===== config.mk =====
export PLATFORM = sky130hd
export DESIGN_NAME = lcd_cmd_sequencer
export DESIGN_NICKNAME = d
export VERILOG_FILES = /design/src/rtl/lcdseq_pkg.sv /design/src/rtl/lcdseq_table.sv /design/src/rtl/lcdseq_timer.sv /design/src/rtl/lcd_cmd_sequencer.sv
export SDC_FILE = /design/constraint.sdc
export NUM_CORES = 1
export LEC_CHECK = 0
export BUFFER_PORTS_ARGS = -buffer_cell sky130_fd_sc_hd__buf_2
export CELL_PAD_IN_SITES_DETAIL_PLACEMENT = 1
export CELL_PAD_IN_SITES_GLOBAL_PLACEMENT = 1
export CORE_ASPECT_RATIO = 2
export CORE_MARGIN = 2
export CORE_UTILIZATION = 40
export DETAILED_ROUTE_END_ITERATION = 12
export PLACE_DENSITY = 0.75
export SLEW_MARGIN = 20
export SYNTH_ARGS = -nofsm -noshare
export SYNTH_HDL_FRONTEND = slang
export SYNTH_HIERARCHICAL = 1
export SYNTH_SLANG_ARGS = --single-unit
export TNS_END_PERCENT = 10

===== constraint.sdc =====
create_clock -name clk -period 3.8 [get_ports clk]
set_clock_uncertainty 0.1 [all_clocks]
set_input_delay 0.19 -clock clk [delete_from_list [all_inputs] [get_ports clk]]
set_output_delay 0.19 -clock clk [all_outputs]
set_load 0.01 [all_outputs]

===== src/rtl/lcdseq_pkg.sv =====
package lcdseq_pkg;

   typedef enum logic [1:0] {
      PH_SETUP  = 2'd0,
      PH_STROBE = 2'd1,
      PH_SETTLE = 2'd2,
      PH_DONE   = 2'd3
   } lcdseq_phase_e;

   typedef struct packed {
      logic       rs_bit;
      logic       rw_bit;
      logic [7:0] payload;
   } lcdseq_word_t;

   localparam int unsigned INIT_WORDS = 4;

   localparam logic [7:0] OP_FUNC_SET = 8'h3C;
   localparam logic [7:0] OP_DISP_ON  = 8'h0C;
   localparam logic [7:0] OP_CLEAR    = 8'h01;
   localparam logic [7:0] OP_HOME     = 8'h02;
   localparam logic [7:0] OP_SHIFT_L  = 8'h18;

   localparam logic [1:0] PFX_INSTR = 2'b00;
   localparam logic [1:0] PFX_CHAR  = 2'b10;

endpackage


===== src/rtl/lcdseq_table.sv =====
module lcdseq_table
   import lcdseq_pkg::*;
#(
   parameter int unsigned MSG_LEN    = 8,
   parameter logic [8*MSG_LEN-1:0] MSG = "READY GO",
   parameter bit          TAIL_SHIFT = 1'b1,
   parameter int unsigned PTR_W      = 4
) (
   input  logic [PTR_W-1:0] idx,
   output lcdseq_word_t     word,
   output logic             long_wait
);

   localparam int unsigned DEPTH = INIT_WORDS + MSG_LEN + (TAIL_SHIFT ? 1 : 0);
   localparam int unsigned IDX_W = (DEPTH > 1) ? $clog2(DEPTH) : 1;

   lcdseq_word_t rom_w [DEPTH];

   assign rom_w[0] = {PFX_INSTR, OP_FUNC_SET};
   assign rom_w[1] = {PFX_INSTR, OP_DISP_ON};
   assign rom_w[2] = {PFX_INSTR, OP_CLEAR};
   assign rom_w[3] = {PFX_INSTR, OP_HOME};

   generate
      for (genvar k = 0; k < MSG_LEN; k++) begin : g_chr
         assign rom_w[INIT_WORDS + k] = {PFX_CHAR, MSG[8*(MSG_LEN-1-k) +: 8]};
      end
      if (TAIL_SHIFT) begin : g_tail
         assign rom_w[DEPTH-1] = {PFX_INSTR, OP_SHIFT_L};
      end
   endgenerate

   always_comb begin
      if (idx < PTR_W'(DEPTH)) word = rom_w[idx[IDX_W-1:0]];
      else                     word = '0;
   end

   // Clear and cursor-home instructions take the long wait
   assign long_wait = !word.rs_bit && (word.payload[7:2] == 6'd0) &&
                      (word.payload[1:0] != 2'd0);

endmodule


===== src/rtl/lcdseq_timer.sv =====
module lcdseq_timer #(
   parameter int unsigned W    = 8,
   parameter int unsigned INIT = 0
) (
   input  logic         clk,
   input  logic         rst_n,
   input  logic         load,
   input  logic [W-1:0] load_val,
   output logic         expired
);

   logic [W-1:0] cnt;

   always_ff @(posedge clk or negedge rst_n) begin
      if (!rst_n)          cnt <= W'(INIT);
      else if (load)       cnt <= load_val;
      else if (cnt != '0)  cnt <= cnt - 1'b1;
   end

   assign expired = (cnt == '0);

   // once expired the timer stays idle until reloaded
   timer_idle_chk: assert property (@(posedge clk) disable iff (!rst_n)
      (expired && !load) |=> expired);

endmodule


===== src/rtl/lcd_cmd_sequencer.sv =====
module lcd_cmd_sequencer
   import lcdseq_pkg::*;
#(
   parameter int unsigned SETUP_CYCLES       = 2,
   parameter int unsigned STROBE_CYCLES      = 12,
   parameter int unsigned SETTLE_CYCLES      = 2000,
   parameter int unsigned LONG_SETTLE_CYCLES = 82000,
   parameter int unsigned MSG_LEN            = 8,
   parameter logic [8*MSG_LEN-1:0] MSG       = "READY GO",
   parameter bit          TAIL_SHIFT         = 1'b1
) (
   input  logic       clk,
   input  logic       rst_n,
   output logic       lcd_rs,
   output logic       lcd_rw,
   output logic [7:0] lcd_data,
   output logic       lcd_en,
   output logic       done
);

   localparam int unsigned DEPTH   = INIT_WORDS + MSG_LEN + (TAIL_SHIFT ? 1 : 0);
   localparam int unsigned PTR_W   = $clog2(DEPTH + 1);
   localparam int unsigned END_IDX = DEPTH;
   localparam int unsigned LAST    = DEPTH - 1;
   localparam int unsigned MAX_A   = (STROBE_CYCLES > SETUP_CYCLES) ? STROBE_CYCLES : SETUP_CYCLES;
   localparam int unsigned MAX_B   = (LONG_SETTLE_CYCLES > SETTLE_CYCLES) ? LONG_SETTLE_CYCLES : SETTLE_CYCLES;
   localparam int unsigned CNT_MAX = (MAX_A > MAX_B) ? MAX_A : MAX_B;
   localparam int unsigned CNT_W   = $clog2(CNT_MAX + 1);

   generate
      if (SETUP_CYCLES < 1 || STROBE_CYCLES < 1 || SETTLE_CYCLES < 1) begin : g_bad_cnt
         $error("lcd_cmd_sequencer: every phase count must be at least 1");
      end
      if (LONG_SETTLE_CYCLES < SETTLE_CYCLES) begin : g_bad_long
         $error("lcd_cmd_sequencer: long settle shorter than normal settle");
      end
      if (MSG_LEN < 1) begin : g_bad_msg
         $error("lcd_cmd_sequencer: message must hold at least one byte");
      end
   endgenerate

   lcdseq_phase_e    phase, phase_nx;
   logic [PTR_W-1:0] ptr, ptr_nx;
   logic             tmr_load, tmr_expired, long_wait;
   logic [CNT_W-1:0] tmr_val;
   lcdseq_word_t     cur;

   lcdseq_table #(
      .MSG_LEN    (MSG_LEN),
      .MSG        (MSG),
      .TAIL_SHIFT (TAIL_SHIFT),
      .PTR_W      (PTR_W)
   ) table_i (
      .idx       (ptr),
      .word      (cur),
      .long_wait (long_wait)
   );

   lcdseq_timer #(
      .W    (CNT_W),
      .INIT (SETUP_CYCLES - 1)
   ) timer_i (
      .clk      (clk),
      .rst_n    (rst_n),
      .load     (tmr_load),
      .load_val (tmr_val),
      .expired  (tmr_expired)
   );

   always_comb begin
      phase_nx = phase;
      ptr_nx   = ptr;
      tmr_load = 1'b0;
      tmr_val  = '0;
      case (phase)
         PH_SETUP: if (tmr_expired) begin
            phase_nx = PH_STROBE;
            tmr_load = 1'b1;
            tmr_val  = CNT_W'(STROBE_CYCLES - 1);
         end
         PH_STROBE: if (tmr_expired) begin
            phase_nx = PH_SETTLE;
            tmr_load = 1'b1;
            tmr_val  = long_wait ? CNT_W'(LONG_SETTLE_CYCLES - 1)
                                 : CNT_W'(SETTLE_CYCLES - 1);
         end
         PH_SETTLE: if (tmr_expired) begin
            ptr_nx = ptr + 1'b1;
            if (ptr == PTR_W'(LAST)) begin
               phase_nx = PH_DONE;
            end else begin
               phase_nx = PH_SETUP;
               tmr_load = 1'b1;
               tmr_val  = CNT_W'(SETUP_CYCLES - 1);
            end
         end
         default: phase_nx = PH_DONE;
      endcase
   end

   always_ff @(posedge clk or negedge rst_n) begin
      if (!rst_n) begin
         phase <= PH_SETUP;
         ptr   <= '0;
      end else begin
         phase <= phase_nx;
         ptr   <= ptr_nx;
      end
   end

   assign lcd_rs   = cur.rs_bit;
   assign lcd_rw   = cur.rw_bit;
   assign lcd_data = cur.payload;
   assign lcd_en   = (phase == PH_STROBE);
   assign done     = (phase == PH_DONE);


   ptr_range_chk: assert property (@(posedge clk) disable iff (!rst_n)
      ptr <= PTR_W'(END_IDX));


   done_sticky_chk: assert property (@(posedge clk) disable iff (!rst_n)
      done |=> done);


   done_quiet_chk: assert property (@(posedge clk) disable iff (!rst_n)
      done |-> !lcd_en);


   strobe_hold_chk: assert property (@(posedge clk) disable iff (!rst_n)
      lcd_en |=> (!lcd_en || ($stable(lcd_data) && $stable(lcd_rs) && $stable(lcd_rw))));


   setup_stable_chk: assert property (@(posedge clk) disable iff (!rst_n)
      $rose(lcd_en) |-> ($stable(lcd_data) && $stable(lcd_rs)));

endmodule


==> results of run 1 <==
area by class of cell:
type                            instances  area, µm²
Timing Repair Buffer                   14       80.1
Tap cell                               54       67.6
Inverter                                7       26.3
Clock buffer                            4       45.0
Sequential cell                        23        577
Multi-Input combinational cell        154       1090
Fill cell                             530       2370
worst max-delay path: stages, from the launching register on:
cell and delay [ns]:
dfstp_2 0.38, inv_1 0.08, ha_1 0.21, nor4b_1 0.56, nand2b_1 0.21, nor3_2 0.14
buf_4 0.24, inv_1 0.12, nor2_2 0.11, buf_4 0.32, o41ai_1 0.15, nor3b_1 0.18
logic make-up (layout without fill, tap and decap cells):
logic type | count (synthesis) | after routing | synth area share, %
and+or+nand+nor | 83 | 83 | 28.9
AOI/OAI and AO/OA | 36 | 36 | 15.6
other | 2 | 8 | 0.432
muxes | 2 | 2 | 1.15
adders and majority gates | 10 | 10 | 7.20
buffers and inverters | 18 | 25 | 5.54
DFF | 23 | 23 | 33.2
xor gates and xnor gates | 15 | 15 | 7.99
stage by stage:
stage | total power, mW | cell area (µm²)
2_1_floorplan | 0.253 | 1760
3_3_place_gp | 0.257 | 1830
3_5_place_dp | 0.257 | 1830
4_1_cts | 0.417 | 1890
5_1_grt | 0.423 | 1890
6_report | 0.408 | 1890
cells in the final DEF, fill, tap and decap left out, drive strengths merged, types with 4 or more instances in the layout:
cell	instances
a21oi	4
o21ai	4
conb	8
nor3	8
o31ai	14
inv	7
xnor2	11
nor2	15
nor4	5
nand2b	7
ha	10
dfrtp	22
clkbuf	4
nor2b	4
nand2	22
xor2	4
buf	13
sequential cells by signal, indices dropped and copies added (netlist names):
signal and flops:
ptr 4, timer_i/cnt 17, phase 2
worst min-delay path by stage:
| stage | startpoint | to | slack [ns] | cells past startpoint |
|---|---|---|---|---|
| finish | rst_n | timer_i/cnt[1]$_DFFE_PN0P_ | 0.32 | 2 |
| global route | rst_n | timer_i/cnt[16]$_DFFE_PN0P_ | 0.39 | 2 |
| CTS | rst_n | timer_i/cnt[13]$_DFFE_PN0P_ | 0.33 | 2 |
| detailed placement | rst_n | timer_i/cnt[13]$_DFFE_PN0P_ | 0.10 | 1 |
| global placement | rst_n | timer_i/cnt[13]$_DFFE_PN0P_ | 0.1 | 1 |
| floorplan | rst_n | phase[0]$_DFFE_PN0P_ | -0.21 | 0 |
routing by layer:
metal / share of wire [%] / up-vias / track usage, %
met5: 0 / - / 0
li1: - / 683 / -
met4: 1.2 / 0 / 4.99
met1: 45 / 679 / 23.1
met2: 53 / 11 / 30.5
met3: 1.4 / 4 / 1.85
timing repair:
action                                 4_1_cts  5_1_grt
hold buffers                                 1        0
setup endpoints to repair                    0        0
endpoints found under the hold margin       22        0
resized for setup                            0        0
where the power goes:
group          internal [mW]  total [mW]  leakage [nW]  switching, mW
Clock                 0.0750       0.156        0.0228         0.0808
Combinational        0.00134     0.00784         0.459        0.00650
Sequential             0.245       0.245         0.260              0
Total                  0.321       0.408         0.742         0.0873
==> metrics.md, run 1 <==
| Metric | Value |
|---|---|
| Status | completed |
| Die height | 97.2 µm |
| Initial antenna violation count | 0 |
| Least-Margin Pin Slew | 0.650 ns |
| Worst-path clk slew | 0.08 ns |
| Setup TNS | 0 ns |
| Post-placement worst setup slack | 0.947 ns |
| Kind of critical path | flop to flop |
| WHS | 0.324 ns |
| Vias in the first global route | 1477 |
| Total leakage power | 0.742 nW |
| Seq cells post-synth | 23 |
| Die Area | 4920 µm² |
| Syn Inst Count | 189 |
| Vias/cell | 5.38 |
| Unrepaired setup endpoints after global routing | false |
| Worst setup path start | timer_i/cnt[0]$_DFFE_PN1P_ |
| Initial Util | 40.9% |
| Total Wirelength | 3980 µm |
| FP Rows | 34 |
| Cell Area, Synth | 1740 µm² |
| Fin. max-slew vios | 0 |
| Final ANT Viol Nets | 0 |
| CTS root buf | clkbuf_8 |
| Synthesis-to-finish area growth | 8.50% |
| GRT Util Overall | 17.7% |
| Final hold violation count | 0 |
| Die W | 50.6 µm |
| Gpl congestion | 0.782 |
| Top FF cell, synth | dfrtp_1 |
| DP HPWL | 2870 µm |
| Drt first-iter violations | 28 |
| Critical path endpoint | timer_i/cnt[13]$_DFFE_PN0P_ |
| Cell depth of the worst flop-to-flop path | 11 |
| Number of synthesized flops with an enable pin | 0 |
| Post-CTS Setup Bufs | 0 |
| Reg2reg end | timer_i/cnt[13]$_DFFE_PN0P_ |
| Pwr dens | 216 nW/µm² |
| Top cells by area, synth | dfrtp_1 (32%), ha_1 (7.2%), o31ai_1 (5.6%) |
| Setup WS post-layout | 0.902 ns |
| CTS tree | done |
| Unique cell type count in the Yosys netlist | 54 |
| Max clock buf depth | 2 |
| Post-synth top area share | 31.7% |
| Slew headroom | 56.0% |
| Number of I/O port buffers | 11 |
| Via count | 1377 |
| Crit path time final | 2.90 ns |
| Crit path DAT | 2.99 ns |
| Max cap viols | 0 |
| Max IR drop VDD | 0.240 mV |
| Register area share after synthesis | 33.2% |
| Min-Delay Path Class | primary input to async pin |
| Nets | 215 |
| Area leader, netlist | dfrtp_1 |
| Layout cell share with drive strength beyond 1 | 15.3% |
| First-pass GRT wire length | 6850 µm |
| Worst setup SP type | flop |
| Post-Layout Cell Count | 256 |
| Post-Place Cells | 251 |
| Synth top cells by count | dfrtp_1 (22), nand2_1 (22), nor2_1 (15), o31ai_1 (13) |
| CTS HTree Levels | 1 |
| Final cycle utilization of the critical path | 76.3% |
| Synth warnings | 6 |
| Kind of end point of the critical path | flop |
| CTS sink count | 23 |
| TritonRoute pass-1 iters | 4 |
| ANT cells | 0 |
| Later-pin clock latency in the skew report | 0.27 ns |
| # setup viols final | 0 |
| Worst-path fanout max | 36 |
| Largest net degree at the start of global routing | 37 |
| Number of buffers created by CTS | 3 |
| Synth Area per Inst | 9.20 µm² |
| Reg-to-reg startpoint | timer_i/cnt[0]$_DFFE_PN1P_ |
| IO Count | 14 |
| Final core utilization | 44.3% |
| FMAX | 345 MHz |
| Wire length per cell | 15.6 µm |
| Congestion Overflow GR | 0 |
| Worst EP required | 3.89 ns |
| Post-synthesis async set-or-reset flop share | 100% |
| R2R setup slack | 0.90 ns |
| DRC viols | 0 |
| Core region area | 4250 µm² |
Note: power is estimated with default switching activity, not from simulation.
==> inputs of run 2 (changes only) <==
--- a/config.mk
+++ b/config.mk
@@ -5,6 +5,7 @@
 export SDC_FILE = /design/constraint.sdc
 export NUM_CORES = 1
 export LEC_CHECK = 0
+export ABC_AREA = 1
 export BUFFER_PORTS_ARGS = -buffer_cell sky130_fd_sc_hd__buf_2
 export CELL_PAD_IN_SITES_DETAIL_PLACEMENT = 1
 export CELL_PAD_IN_SITES_GLOBAL_PLACEMENT = 1
@@ -12,7 +13,7 @@
 export CORE_MARGIN = 2
 export CORE_UTILIZATION = 40
 export DETAILED_ROUTE_END_ITERATION = 12
-export PLACE_DENSITY = 0.75
+export PLACE_DENSITY = 0.8
 export SLEW_MARGIN = 20
 export SYNTH_ARGS = -nofsm -noshare
 export SYNTH_HDL_FRONTEND = slang
==> constraint.sdc (replaced) <==
create_clock -name clk -period 2.9 [get_ports clk]
set_clock_uncertainty 0.1 [all_clocks]
set_input_delay 0.145 -clock clk [delete_from_list [all_inputs] [get_ports clk]]
set_output_delay 0.145 -clock clk [all_outputs]
set_load 0.01 [all_outputs]
==> run 2 against run 1 <==
  * Die area grew 9.0%
  * Clock power up 37%
  * Wire length rose by 21%
  * Sequential cell count stayed put
  * Highest routed layer unchanged
  * Sequential power rose by 31%
  * Power is 33% higher
  * Synthesized cell count up 50%
  * Critical path depth up 3
  * Global-route usage rose by 3.5 points
==> metrics.md, run 2 <==
| Metric | Value |
|---|---|
| Status | completed |
| Die Area | 5360 µm² |
| Kind of end point of the critical path | flop |
| Worst-path clk slew | 0.09 ns |
| Later-pin clock latency in the skew report | 0.28 ns |
| Area leader, netlist | dfrtp_1 |
| ANT cells | 0 |
| Vias in the first global route | 1898 |
| Total leakage power | 1.09 nW |
| Post-placement worst setup slack | 0.115 ns |
| Kind of critical path | flop to flop |
| Max IR drop VDD | 0.191 mV |
| DP HPWL | 3980 µm |
| Number of I/O port buffers | 11 |
| Setup WS post-layout | 0.277 ns |
| Slew headroom | 62.7% |
| Min-Delay Path Class | primary input to async pin |
| Most frequent cells in the layout | nand2_1 (90), inv_1 (40), nand3_1 (25) |
| Die W | 52.8 µm |
| Post-synthesis adder-cell area fraction | 6.57% |
| Top flop regs | timer_i/cnt x17, ptr x4, phase x2 |
| FP Rows | 35 |
| Top FF cell, synth | dfrtp_1 |
| CTS HTree Levels | 1 |
| CTS root buf | clkbuf_8 |
| Max reg flops | 17 |
| Post-Layout Cell Count | 358 |
| Met2 GRT Util | 42.7% |
| Slowest CP cell | dfstp_2 |
| Reg-to-reg startpoint | timer_i/cnt[0]$_DFFE_PN1P_ |
| Core region area | 4600 µm² |
| Synth Area per Inst | 6.71 µm² |
| Cell depth of the worst flop-to-flop path | 14 |
| Worst setup SP type | flop |
| Pwr dens | 259 nW/µm² |
| FMAX | 381 MHz |
| Nets | 316 |
| Post-synthesis async set-or-reset flop share | 100% |
| Syn Inst Count | 284 |
| CTS tree | done |
| Synth Area in Compound Gates | 8.87% |
| Wire length per cell | 13.5 µm |
| Largest family of logic cells by synthesized area | simple AND/OR/NAND/NOR gates |
| Most flops, register | timer_i/cnt |
| Final ANT Viol Nets | 0 |
| R2R setup slack | 0.28 ns |
| Global routing usage on met3 | 1.92% |
| GRT Util Overall | 21.2% |
| GR met1 Demand/Resource | 20.5% |
| Synthesis-to-finish area growth | 10.4% |
| DRC viols | 0 |
| Vias/cell | 4.96 |
| Top cells by area, synth | dfrtp_1 (29%), nand2_1 (18%), inv_1 (7.9%) |
| Max cap viols | 0 |
| Congestion Overflow GR | 0 |
| Post-synth top area share | 28.9% |
| Initial Util | 41.4% |
| # setup viols final | 0 |
| Synth top cells by count | nand2_1 (90), inv_1 (40), nand3_1 (26), nor2_1 (24), dfrtp_1 (22) |
| Synth Area in XOR/XNOR | 0.920% |
| Fin. max-slew vios | 0 |
| TritonRoute pass-1 iters | 4 |
| Reg2reg end | timer_i/cnt[8]$_DFFE_PN0P_ |
| Crit path DAT | 2.73 ns |
| Cell Area, Synth | 1900 µm² |
| Fillers | 652 |
| Initial antenna violation count | 0 |
| Worst-path fanout max | 12 |
| Least-Margin Pin Slew | 0.559 ns |
| Final hold violation count | 0 |
| Max clock buf depth | 2 |
| Crit path time final | 2.62 ns |
| Synth warnings | 6 |
| Max incr delay on CP | 0.38 ns |
| Final cycle utilization of the critical path | 90.5% |
| CTS sink count | 23 |
| IO Count | 14 |
| Count leader, synth | nand2_1 |
| Number of buffers created by CTS | 3 |
| Register area share after synthesis | 30.3% |
| Post-Place Cells | 353 |
| GRT busiest layer | met2 |
| Simple logic cell fraction of the synthesized area | 41.3% |
| WHS | 0.277 ns |
| Post-synthesis mux area share | 0% |
| Layout cell share with drive strength beyond 1 | 19.8% |
| Gpl congestion | 0.829 |
| First-pass GRT wire length | 8550 µm |
| Cell mode on critical path | inv_1 |
| Worst EP required | 3.00 ns |
| Unique cell type count in the Yosys netlist | 31 |
| Seq cells post-synth | 23 |
| Drt first-iter violations | 12 |
| Via count | 1775 |
| Worst setup path start | timer_i/cnt[0]$_DFFE_PN1P_ |
| Crit-path cells | inv_1 > ha_1 > nand2_2 > nor2_4 > nand3_2 > nor3_4 > inv_1 > nor2_2 > nand2_1 > nand2_1 > inv_1 > nand4_4 > clkinv_4 > a21oi_1 |
| Largest net degree at the start of global routing | 24 |
| Number of synthesized flops with an enable pin | 0 |
| Die height | 102 µm |
| Most common cell after layout, fill and taps aside | nand2_1 |
| Total Wirelength | 4830 µm |
-- run 2: worst max-delay path by stage --
stage | endpoint
after floorplan | timer_i/cnt[1]$_DFFE_PN0P_
after global placement | timer_i/cnt[8]$_DFFE_PN0P_
after detailed placement | timer_i/cnt[8]$_DFFE_PN0P_
after CTS | timer_i/cnt[8]$_DFFE_PN0P_
after global routing | timer_i/cnt[8]$_DFFE_PN0P_
final | timer_i/cnt[8]$_DFFE_PN0P_
-- run 2: cell type report --
type | count | area (µm²) | share of cell area (%)
clock buffer | 3 | 41.3 | 1.96
clock inverter | 1 | 5.00 | 0.238
inverter | 45 | 174 | 8.27
multi-input combinational | 216 | 1140 | 54.5
sequential | 23 | 577 | 27.4
tap | 55 | 68.8 | 3.27
timing repair buffer | 15 | 91.3 | 4.35
-- run 2: worst max-delay path, delay by kind of cell, from the launching register on --
kind            cells  cell delay [ns]
compound gates      1             0.15
fa+ha+maj           1             0.21
buf+inv             4             0.49
flops               1             0.38
simple gates        8             1.19
-- run 2: repair_timing --
| item | CTS | global route |
|---|---|---|
| hold buffers | 1 | 0 |
| gates resized for setup | 0 | 4 |
| endpoints found under the hold margin | 22 | 0 |
| endpoints found under the setup margin | 0 | 17 |
| buffers inserted | 0 | 0 |
-- run 2: cells by family (layout without fill, tap and decap cells) --
family | Yosys count | count (layout)
other cells | 2 | 8
buf+inv | 51 | 64
compound gates | 27 | 27
flops | 23 | 23
simple gates | 169 | 169
fa+ha+maj | 10 | 10
xor+xnor | 2 | 2
-- run 2: through the flow --
stage	area, µm²	setup TNS [ns]	power (mW)	utilization (%)
5_1_grt	2100	-0.00585	0.560	45.7
3_5_place_dp	2030	0	0.336	44.1
6_report	2100	0	0.545	45.7
2_1_floorplan	1930	0	0.331	-
3_3_place_gp	2030	0	0.336	44.1
4_1_cts	2080	0	0.555	45.3
-- run 2: power breakdown --
group	internal, mW	switching, mW	leakage, nW
registers	0.320	0	0.260
logic	0.00137	0.00877	0.804
clock network	0.0965	0.118	0.0255
-- run 2: per-layer routing --
layer  routed length [µm]  share of wire [%]  up-vias
met3                   49                1.0        7
met5                    0                  0        -
li1                     -                  -      899
met1                 1750                 36      857
met2                 2950                 61       12
met4                   90                1.9        0
